[config.mk]
export PLATFORM = sky130hd
export DESIGN_NAME = pinbank_io
export DESIGN_NICKNAME = d
export VERILOG_FILES = /design/src/rtl/pinbank_pkg.sv /design/src/rtl/pinbank_rst_sync.sv /design/src/rtl/pinbank_sync.sv /design/src/rtl/pinbank_regs.sv /design/src/rtl/pinbank_pinmux.sv /design/src/rtl/pinbank_io.sv
export SDC_FILE = /design/constraint.sdc
export NUM_CORES = 1
export LEC_CHECK = 0
export BUFFER_PORTS_ARGS = -buffer_cell sky130_fd_sc_hd__clkbuf_2
export CAP_MARGIN = 5
export CORE_MARGIN = 2
export CORE_UTILIZATION = 35
export DETAILED_ROUTE_END_ITERATION = 8
export GPL_ROUTABILITY_DRIVEN = 0
export GPL_TIMING_DRIVEN = 1
export SYNTH_ARGS = -nofsm -noshare
export SYNTH_HDL_FRONTEND = slang
export SYNTH_SLANG_ARGS = --single-unit
[constraint.sdc]
create_clock -name clk -period 2.6 [get_ports clk]
set_clock_uncertainty 0.05 [all_clocks]
set_input_delay 0.39 -clock clk [delete_from_list [all_inputs] [get_ports clk]]
set_output_delay 0.39 -clock clk [all_outputs]
set_load 0.1 [all_outputs]
[src/rtl/pinbank_pkg.sv]
package pinbank_pkg;

  typedef enum logic [1:0] {
    FN_OFF  = 2'b00,
    FN_GPIO = 2'b01,
    FN_ALT  = 2'b10,
    FN_RSV  = 2'b11
  } pin_fn_e;

  localparam int unsigned FN_W = 2;

endpackage

[src/rtl/pinbank_rst_sync.sv]
module pinbank_rst_sync #(
  parameter int unsigned STAGES = 2
) (
  input  logic clk,
  input  logic rst_n,
  output logic rst_n_sync
);

  logic [STAGES-1:0] chain_q;
  logic [STAGES-1:0] chain_d;

  always_comb begin
    chain_d = {chain_q[STAGES-2:0], 1'b1};
  end

  always_ff @(posedge clk or negedge rst_n) begin
    if (!rst_n) begin
      chain_q <= '0;
    end else begin
      chain_q <= chain_d;
    end
  end

  assign rst_n_sync = chain_q[STAGES-1];

endmodule

[src/rtl/pinbank_sync.sv]
module pinbank_sync #(
  parameter int unsigned DW     = 8,
  parameter int unsigned STAGES = 2
) (
  input  logic          clk,
  input  logic          rst_n,
  input  logic [DW-1:0] async_in,
  output logic [DW-1:0] sync_out
);

  logic [DW-1:0] stage_q [STAGES];
  logic [DW-1:0] stage_d [STAGES];

  always_comb begin
    stage_d[0] = async_in;
    for (int s = 1; s < STAGES; s++) begin
      stage_d[s] = stage_q[s-1];
    end
  end

  generate
    for (genvar s = 0; s < STAGES; s++) begin : g_stage
      always_ff @(posedge clk or negedge rst_n) begin
        if (!rst_n) begin
          stage_q[s] <= '0;
        end else begin
          stage_q[s] <= stage_d[s];
        end
      end
    end
  endgenerate

  assign sync_out = stage_q[STAGES-1];

endmodule

[src/rtl/pinbank_regs.sv]
module pinbank_regs
  import pinbank_pkg::*;
#(
  parameter int unsigned DW = 8,
  parameter int unsigned AW = 3
) (
  input  logic               clk,
  input  logic               rst_n,
  input  logic               wr_en,
  input  logic [AW-1:0]      addr,
  input  logic [DW-1:0]      wr_data,
  input  logic [DW-1:0]      level_in,
  output logic [DW*FN_W-1:0] fn_cfg,
  output logic [DW-1:0]      dir_cfg,
  output logic [DW-1:0]      data_cfg,
  output logic [DW-1:0]      mask_cfg,
  output logic [DW-1:0]      rd_data
);

  localparam int unsigned FN_REGS    = (DW * FN_W) / DW;
  localparam int unsigned ADDR_DIR   = FN_REGS;
  localparam int unsigned ADDR_DATA  = FN_REGS + 1;
  localparam int unsigned ADDR_MASK  = FN_REGS + 2;
  localparam int unsigned ADDR_LEVEL = FN_REGS + 3;

  logic [DW*FN_W-1:0] fn_q,   fn_d;
  logic [DW-1:0]      dir_q,  dir_d;
  logic [DW-1:0]      data_q, data_d;
  logic [DW-1:0]      mask_q, mask_d;

  logic hit_dir, hit_data, hit_mask;

  assign hit_dir  = wr_en && (addr == AW'(ADDR_DIR));
  assign hit_data = wr_en && (addr == AW'(ADDR_DATA));
  assign hit_mask = wr_en && (addr == AW'(ADDR_MASK));

  always_comb begin
    fn_d = fn_q;
    for (int r = 0; r < FN_REGS; r++) begin
      if (wr_en && (addr == AW'(r))) begin
        fn_d[r*DW +: DW] = wr_data;
      end
    end
  end

  always_comb begin
    dir_d  = hit_dir  ? wr_data : dir_q;
    data_d = hit_data ? wr_data : data_q;
    mask_d = hit_mask ? wr_data : mask_q;
  end

  always_ff @(posedge clk or negedge rst_n) begin
    if (!rst_n) begin
      fn_q   <= '0;
      dir_q  <= '0;
      data_q <= '0;
      mask_q <= '0;
    end else begin
      fn_q   <= fn_d;
      dir_q  <= dir_d;
      data_q <= data_d;
      mask_q <= mask_d;
    end
  end

  always_comb begin
    rd_data = '0;
    for (int r = 0; r < FN_REGS; r++) begin
      if (addr == AW'(r)) begin
        rd_data = fn_q[r*DW +: DW];
      end
    end
    if (addr == AW'(ADDR_DIR))   rd_data = dir_q;
    if (addr == AW'(ADDR_DATA))  rd_data = data_q;
    if (addr == AW'(ADDR_MASK))  rd_data = mask_q;
    if (addr == AW'(ADDR_LEVEL)) rd_data = level_in & ~mask_q;
  end

  assign fn_cfg   = fn_q;
  assign dir_cfg  = dir_q;
  assign data_cfg = data_q;
  assign mask_cfg = mask_q;

endmodule

[src/rtl/pinbank_pinmux.sv]
module pinbank_pinmux
  import pinbank_pkg::*;
#(
  parameter int unsigned DW = 8
) (
  input  logic [DW*FN_W-1:0] fn_cfg,
  input  logic [DW-1:0]      dir_cfg,
  input  logic [DW-1:0]      data_cfg,
  input  logic [DW-1:0]      tp_en,
  input  logic [DW-1:0]      tp_sig,
  input  logic [DW-1:0]      alt_val,
  output logic [DW-1:0]      pad_out,
  output logic [DW-1:0]      pad_oe
);

  generate
    for (genvar i = 0; i < DW; i++) begin : g_pin
      pin_fn_e fn;
      assign fn = pin_fn_e'(fn_cfg[i*FN_W +: FN_W]);

      always_comb begin
        pad_oe[i]  = 1'b0;
        pad_out[i] = 1'b0;
        if (tp_en[i]) begin
          pad_oe[i]  = 1'b1;
          pad_out[i] = tp_sig[i];
        end else begin
          unique case (fn)
            FN_GPIO: begin
              pad_oe[i]  = dir_cfg[i];
              pad_out[i] = dir_cfg[i] & data_cfg[i];
            end
            FN_ALT: begin
              pad_oe[i]  = 1'b1;
              pad_out[i] = alt_val[i];
            end
            default: begin
              pad_oe[i]  = 1'b0;
              pad_out[i] = 1'b0;
            end
          endcase
        end
      end
    end
  endgenerate

endmodule

[src/rtl/pinbank_io.sv]
module pinbank_io
  import pinbank_pkg::*;
#(
  parameter int unsigned DW          = 8,
  parameter int unsigned AW          = 3,
  parameter int unsigned SYNC_STAGES = 2
) (
  input  logic          clk,
  input  logic          rst_n,
  input  logic          wr_en,
  input  logic [AW-1:0] addr,
  input  logic [DW-1:0] wr_data,
  output logic [DW-1:0] rd_data,
  input  logic [DW-1:0] tp_en,
  input  logic [DW-1:0] tp_sig,
  input  logic [DW-1:0] alt_val,
  input  logic [DW-1:0] pad_in,
  output logic [DW-1:0] pad_out,
  output logic [DW-1:0] pad_oe,
  output logic [DW-1:0] pin_level
);

  logic               rst_n_int;
  logic [DW*FN_W-1:0] fn_cfg;
  logic [DW-1:0]      dir_cfg;
  logic [DW-1:0]      data_cfg;
  logic [DW-1:0]      mask_cfg;
  logic [DW-1:0]      level_sync;

  pinbank_rst_sync #(.STAGES(2)) u_rst (
    .clk        (clk),
    .rst_n      (rst_n),
    .rst_n_sync (rst_n_int)
  );

  pinbank_sync #(.DW(DW), .STAGES(SYNC_STAGES)) u_sync (
    .clk      (clk),
    .rst_n    (rst_n_int),
    .async_in (pad_in),
    .sync_out (level_sync)
  );

  pinbank_regs #(.DW(DW), .AW(AW)) u_regs (
    .clk      (clk),
    .rst_n    (rst_n_int),
    .wr_en    (wr_en),
    .addr     (addr),
    .wr_data  (wr_data),
    .level_in (level_sync),
    .fn_cfg   (fn_cfg),
    .dir_cfg  (dir_cfg),
    .data_cfg (data_cfg),
    .mask_cfg (mask_cfg),
    .rd_data  (rd_data)
  );

  pinbank_pinmux #(.DW(DW)) u_mux (
    .fn_cfg   (fn_cfg),
    .dir_cfg  (dir_cfg),
    .data_cfg (data_cfg),
    .tp_en    (tp_en),
    .tp_sig   (tp_sig),
    .alt_val  (alt_val),
    .pad_out  (pad_out),
    .pad_oe   (pad_oe)
  );

  assign pin_level = level_sync;

endmodule

==> results of run 1 <==
-- state kept, by name, indices dropped and copies added, names as in the netlist --
name	cells
u_regs.fn_cfg	16
u_regs.mask_cfg	8
u_sync.sync_out	8
u_regs.data_cfg	8
u_rst.chain_q	2
u_sync.stage_d	8
u_regs.dir_cfg	8
-- cell families after synthesis --
logic type | Yosys count | share of synthesized area [%]
DFF | 58 | 48.9
muxes | 48 | 17.9
buffers and inverters | 23 | 3.16
and+or+nand+nor | 43 | 9.78
other | 1 | 0.126
AOI/OAI and AO/OA | 56 | 13.4
adders and majority gates | 16 | 6.74
-- area by class of cell --
class	instances	area (µm²)
Clock buffer	11	151
Fill cell	752	4260
Clock inverter	5	100
Inverter	16	60.1
Multi-Input combinational cell	164	1460
Timing Repair Buffer	87	596
Tap cell	105	131
Sequential cell	58	1450
-- cell usage after synthesis --
| cell | count | area share [%] |
|---|---|---|
| dfrtp_1 | 58 | 49 |
| mux2_2 | 40 | 15 |
| nand2_1 | 17 | 2.1 |
| ha_1 | 16 | 6.7 |
| inv_1 | 16 | 2.0 |
| nor2b_1 | 10 | 2.1 |
| and3b_1 | 9 | 2.7 |
| a21oi_1 | 8 | 1.3 |
| a32oi_1 | 8 | 2.4 |
| mux2i_1 | 8 | 2.7 |
| o211ai_1 | 8 | 2.0 |
| o21ai_0 | 8 | 1.3 |
| o21bai_1 | 8 | 2.0 |
| o31ai_1 | 8 | 2.0 |
| a2bb2oi_1 | 7 | 2.1 |
| buf_2 | 3 | 0.51 |
| clkbuf_1 | 3 | 0.38 |
| nor3_2 | 2 | 0.67 |
| nor3b_4 | 2 | 1.3 |
| buf_4 | 1 | 0.25 |
| conb_1 | 1 | 0.13 |
| nand2_2 | 1 | 0.21 |
| nand2b_4 | 1 | 0.46 |
| nand3b_1 | 1 | 0.25 |
| o21a_1 | 1 | 0.25 |
-- layer usage --
| layer | vias to the layer above | routed length (µm) | GRT usage (%) |
|---|---|---|---|
| met5 | - | 0 | 0 |
| met4 | 0 | 157 | 7.50 |
| met3 | 14 | 363 | 3.29 |
| met2 | 62 | 3090 | 23.8 |
| met1 | 1067 | 3370 | 23.1 |
| li1 | 1078 | - | - |
-- final timing paths --
check | endpoint | slack [ps] | startpoint
setup / recovery | pad_out[6] | 300 | u_regs.fn_cfg[12]
hold / removal | u_sync.stage_d[2] | 110 | pad_in[2]
setup reg to reg | u_regs.dir_cfg[1] | 1730 | u_regs.dir_cfg[1]
hold reg to reg | u_regs.data_cfg[7] | 200 | u_rst.chain_q[1]
max in group asynchronous | u_regs.fn_cfg[12] | 1740 | u_rst.chain_q[1]
min in group asynchronous | u_regs.data_cfg[7] | 200 | u_rst.chain_q[1]
-- through the flow --
step           cells  util (%)  setup WS [ps]  cell area, µm²  setup TNS (ps)
6_report         446      48.1            297            3960               0
5_1_grt          446      48.1            224            3960               0
4_1_cts          446      48.1            276            3960               0
3_5_place_dp     429      45.0            458            3690               0
3_3_place_gp     429      45.0            498            3690               0
2_1_floorplan    245         -           -156            3040           -1150
-- power groups by stage --
stage	sequential [mW]	clock (mW)	combinational [mW]
2_1_floorplan	1.22	0	0.885
3_3_place_gp	1.23	0	1.18
3_5_place_dp	1.23	0	1.20
4_1_cts	1.22	1.05	1.20
5_1_grt	1.24	1.08	1.28
6_report	1.22	1.03	1.19
-- cell usage in the layout (no fill, tap or decap), types with 2 or more instances in the layout --
| master | n |
|---|---|
| a21oi_1 | 8 |
| a2bb2oi_1 | 7 |
| a32oi_1 | 8 |
| and3b_1 | 9 |
| buf_12 | 9 |
| buf_4 | 8 |
| bufinv_16 | 3 |
| clkbuf_2 | 69 |
| clkbuf_8 | 11 |
| clkinv_2 | 2 |
| dfrtp_1 | 57 |
| ha_1 | 16 |
| inv_1 | 16 |
| mux2_2 | 40 |
| mux2i_1 | 8 |
| nand2_1 | 17 |
| nor2b_1 | 10 |
| nor3_2 | 2 |
| nor3b_4 | 2 |
| o211ai_1 | 8 |
| o21ai_0 | 8 |
| o21bai_1 | 8 |
| o31ai_2 | 8 |
-- worst max-delay path, stage by stage (launching register included) --
cell,delay [ps]
dfrtp_1,420
inv_1,60
ha_1,330
o31ai_2,240
clkbuf_2,480
==> impl_results.md, run 1 <==
- Clock-pin slew on the worst setup and hold paths: 60 ps
- Post-synth net total: 307
- Ports: 78
- Sequential share of power: 35.4%
- Power Density: 870 nW/µm²
- All-Layer GR Usage: 16.3%
- Unrepaired setup endpoints after global routing: no
- CTS Hold Buffers Added: 1
- Net Sw Frac: 37.4%
- Number of H-tree levels: 3
- Hold depth: 1
- Die ar.: 9240 µm²
- Post-CTS Setup Inserts: 0
- Vias/cell: 4.98
- Slew HR: 63.5%
- P_leak: 1.88 nW
- Total congestion overflow: 0
- CTS Buf Count: 9
- Startpoint types: flop
- Synthesized area per cell: 12.1 µm²
- Maximum vdd drop: 386 µV
- FP Rows: 33
- Detailed Place HPWL: 5440 µm
- Critical-path maximum fanout: 4
- DRT antenna net count: 0
- FF+latch count, synth: 58
- Die width: 96.1 µm
- Final-report max-slew violation count: 0
- Placeable core area: 8220 µm²
- Fmax: 434 MHz
- Initial antenna violation count: 0
- Tightest Hold Check Type: in2reg
- Cell count after synthesis: 245
- Hold slack: 107 ps
- Via count of the first global-routing pass: 2142
- Sw power: 1.29 mW
- Outcome: finished clean
- Port bufs: 77
- Max-Cap Viols: 0
- CTS sink cnt: 58
- Int Pwr: 2.15 mW
- Distinct cells, synth: 25
- Cts repair resizes: 0
- Root buffer cell: clkbuf_8
- Drt wl/cell: 15.7 µm
- Mapped cell area: 2970 µm²
- Largest net degree at the start of global routing: 35
- Period utilization: 88.6%
- DR iter-0 viols: 74
- DRC violations left: 0
- Detailed-router iteration count before antenna repair: 4
- Measured slew at the worst slew-check pin: 547 ps
- Global-route wire length before repair: 11000 µm
- Clock insertion delay at the later pin of the skew report: 330 ps
- Final setup viols: 0
- Share of cells above drive strength 1: 46.0%
- Die height: 96.1 µm
- Initial core utilization: 36.1%
- Diode count: 0
- Required @ worst endpoint: 2160 ps
- FF-to-FF path depth: 1
- Pwr Total: 3.44 mW
- Fin. Hold Viols: 0
- CTS tree: yes
- Worst Path Class, Setup: reg2out
- Seq/Total Area, Yosys: 48.9%
- Vias: 2221
- # nets final: 398
- Area Growth Syn to Fin: 33.2%
- Clk buf depth: 2
- Clock power frac: 30.0%
- Worst setup EP type: output port
- Routed wire length: 6980 µm
- Synth Warn #: 0
- Comb pwr share: 34.6%
- WP data arrival: 1860 ps
- Tmin final: 2300 ps
Power figures use the tool's default switching activity.
==> run 2, diff against run 1 <==
--- a/config.mk
+++ b/config.mk
@@ -5,6 +5,7 @@
 export SDC_FILE = /design/constraint.sdc
 export NUM_CORES = 1
 export LEC_CHECK = 0
+export ABC_AREA = 1
 export BUFFER_PORTS_ARGS = -buffer_cell sky130_fd_sc_hd__clkbuf_2
 export CAP_MARGIN = 5
 export CORE_MARGIN = 2
==> impl_results.md, run 2 <==
- Outcome: finished clean (unchanged)
- Top cells by count, synth: nand2_1 (111), dfrtp_1 (58), inv_1 (40) (was dfrtp_1 (58), mux2_2 (40), nand2_1 (17))
- Power Density: 754 nW/µm² (was 870 nW/µm²)
- Cell taking the most area after synthesis: dfrtp_1 (unchanged)
- Startpoint types: flop (unchanged)
- Fmax: 439 MHz (was 434 MHz)
- Leading register cell type out of synthesis: dfrtp_1 (unchanged)
- Critical-path maximum fanout: 4 (unchanged)
- Most numerous cell in the Yosys netlist: nand2_1 (was dfrtp_1)
- CTS Buf Count: 9 (unchanged)
- FF-to-FF path depth: 1 (unchanged)
- Mapped cell area: 3040 µm² (was 2970 µm²)
- Synthesized area per cell: 8.63 µm² (was 12.1 µm²)
- Initial antenna violation count: 0 (unchanged)
- Die height: 97.2 µm (was 96.1 µm)
- Number of H-tree levels: 3 (unchanged)
- FF+latch count, synth: 58 (unchanged)
- Worst reg2reg setup slack: 1570 ps (was 1730 ps)
- Setup crit end: pad_out[7] (was pad_out[6])
- Initial core utilization: 36.6% (was 36.1%)
- Worst setup EP type: output port (unchanged)
- Final setup viols: 0 (unchanged)
- Period utilization: 87.5% (was 88.6%)
- Maximum vdd drop: 554 µV (was 386 µV)
- Commonest non-fill, non-tap cell in the layout: nand2_1 (was clkbuf_2)
- DRC violations left: 0 (unchanged)
- Die ar.: 9440 µm² (was 9240 µm²)
- Die width: 97.2 µm (was 96.1 µm)
- CP bufs+invs: 2 (unchanged)
- Most frequent cells in the layout: nand2_1 (111), clkbuf_2 (69), dfrtp_1 (57), inv_1 (40), o21ai_1 (25) (was clkbuf_2 (69), dfrtp_1 (57), mux2_2 (40), nand2_1 (17))
- Worst path depth: 6 (was 4)
- Max-Cap Viols: 0 (unchanged)
- # nets final: 498 (was 398)
- Worst setup path start: u_regs.fn_cfg[14] (was u_regs.fn_cfg[12])
- Setup TNS: 0 ps (unchanged)
- Largest net degree at the start of global routing: 43 (was 35)
- CTS Hold Buffers Added: 1 (unchanged)
- Total congestion overflow: 0 (unchanged)
- Vias/cell: 4.79 (was 4.98)
- DR iter-0 viols: 207 (was 74)
- Distinct cells, synth: 25 (unchanged)
- Port bufs: 77 (unchanged)
- Via count of the first global-routing pass: 2499 (was 2142)
- DRT antenna net count: 0 (unchanged)
- Detailed-router iteration count before antenna repair: 4 (unchanged)
- Final-report max-slew violation count: 0 (unchanged)
- WP data arrival: 1840 ps (was 1860 ps)
- Required @ worst endpoint: 2160 ps (about the same)
- Diode count: 0 (unchanged)
- Global-route wire length before repair: 12100 µm (was 11000 µm)
- Drt wl/cell: 12.8 µm (was 15.7 µm)
- Tmin final: 2280 ps (was 2300 ps)
- Area Growth Syn to Fin: 25.4% (was 33.2%)
- CP max-delay cell: clkbuf_2 (unchanged)
- CP cell instances: inv_1 -> ha_1 -> a21oi_1 -> nand2_1 -> nand2_1 -> clkbuf_2 (was inv_1 -> ha_1 -> o31ai_2 -> clkbuf_2)
- Fin. Hold Viols: 0 (unchanged)
- Root buffer cell: clkbuf_8 (unchanged)
- Family with the most delay on the worst path: buffers and inverters (unchanged)
- Placeable core area: 8300 µm² (was 8220 µm²)
- Post-synth top area share: 47.8% (was 48.9%)
- Synth Warn #: 0 (unchanged)
- Clock-pin slew on the worst setup and hold paths: 60 ps (about the same)
- Share of cells above drive strength 1: 27.4% (was 46.0%)
- Post-synth net total: 414 (was 307)
- CTS tree: yes (unchanged)
- CTS sink cnt: 58 (unchanged)
- Max reg flops: 16 (unchanged)
- Seq/Total Area, Yosys: 47.8% (was 48.9%)
- Max incr delay on CP: 440 ps (was 480 ps)
- Clk buf depth: 2 (unchanged)
- Worst Path Class, Setup: reg2out (unchanged)
- Post-CTS Setup Inserts: 0 (unchanged)
- CP dominant cell by count: nand2_1
- Tightest Hold Check Type: reg2async (was in2reg)
- Cts repair resizes: 0 (unchanged)
- Measured slew at the worst slew-check pin: 549 ps (was 547 ps)
- Slew HR: 63.6% (was 63.5%)
- Detailed Place HPWL: 5400 µm (was 5440 µm)
- Routed wire length: 7010 µm (was 6980 µm)
- FP Rows: 33 (unchanged)
- EDFF count, synth: 0 (unchanged)
- All-Layer GR Usage: 15.9% (was 16.3%)
- Vias: 2617 (was 2221)
- Ports: 78 (unchanged)
- Ys async rst share: 100% (unchanged)
- R2R Path Start: u_rst.chain_q[1] (was u_regs.dir_cfg[1])
- Clock insertion delay at the later pin of the skew report: 330 ps (about the same)
- Top post-synthesis cells by area: dfrtp_1 (48%), nand2_1 (14%), ha_1 (6.6%) (was dfrtp_1 (49%), mux2_2 (15%), ha_1 (6.7%))
- P_leak: 1.94 nW (was 1.88 nW)
- Worst R2R End: u_regs.dir_cfg[2] (was u_regs.dir_cfg[1])
- Unrepaired setup endpoints after global routing: no (unchanged)
- Pwr Total: 2.87 mW (was 3.44 mW)
- Cell count after synthesis: 352 (was 245)
==> run 2: changes by cell type in the layout (fill, tap and decap cells not counted), sizes merged, moves of 9 or more <==
cell   change
nand2     +98
o21ai     +48
mux2      -40
inv       +26
nand4     +17
nor2b     -10
and3b      -9
nand3      +9
==> run 2: report_power, final <==
group / switching [mW] / internal, mW / leakage, nW
logic: 0.685 / 0.280 / 1.13
registers: 0.143 / 1.03 / 0.712
clock network: 0.338 / 0.393 / 0.0932
total: 1.17 / 1.71 / 1.94
==> run 2: logic make-up after synthesis <==
family / count (synthesis) / share of synthesized area, %
DFF: 58 / 47.8
adders and majority gates: 16 / 6.59
AOI/OAI and AO/OA: 72 / 13.6
buffers and inverters: 50 / 7.45
and+or+nand+nor: 155 / 24.5
other: 1 / 0.123
==> run 2: area by class of cell <==
type,instances,area (µm²)
fillers,835,4490
flip-flops and latches,58,1450
multi-input cells,244,1360
repair buffers,80,531
inverters,43,161
clock buffers,13,159
well taps,105,131
clock inverters,3,15.0
==> run 2: metal layers <==
layer | part of all wire [%] | track usage [%] | vias up
met3 | 6.8 | 3.53 | 17
met4 | 2.8 | 7.48 | 0
met2 | 43 | 22.5 | 87
met5 | 0 | 0 | -
li1 | - | - | 1326
met1 | 47 | 22.8 | 1187
==> run 2: how the worst min path moves through the flow <==
| stage | startpoint | end | slack (ps) |
|---|---|---|---|
| 3_5_place_dp | u_rst.chain_q[1] | u_sync.stage_d[7] | 120 |
| 4_1_cts | pad_in[1] | u_sync.stage_d[1] | 90 |
| 3_3_place_gp | u_rst.chain_q[1] | u_sync.sync_out[7] | 120 |
| 5_1_grt | pad_in[6] | u_sync.stage_d[6] | 100 |
| 2_1_floorplan | rst_n | u_rst.chain_q[0] | 40 |
| 6_report | u_rst.chain_q[1] | u_regs.data_cfg[5] | 110 |
==> run 2: through the flow <==
step | hold WS [ps] | worst slack [ps] | util, % | instances | area [µm²]
after CTS | 92.9 | 329 | 45.9 | 546 | 3810
after floorplan | 44.4 | 92.1 | - | 352 | 3040
after detailed placement | 119 | 463 | 43.7 | 529 | 3630
final | 107 | 324 | 45.9 | 546 | 3810
after global routing | 101 | 196 | 45.9 | 546 | 3810
after global placement | 119 | 475 | 43.7 | 529 | 3630
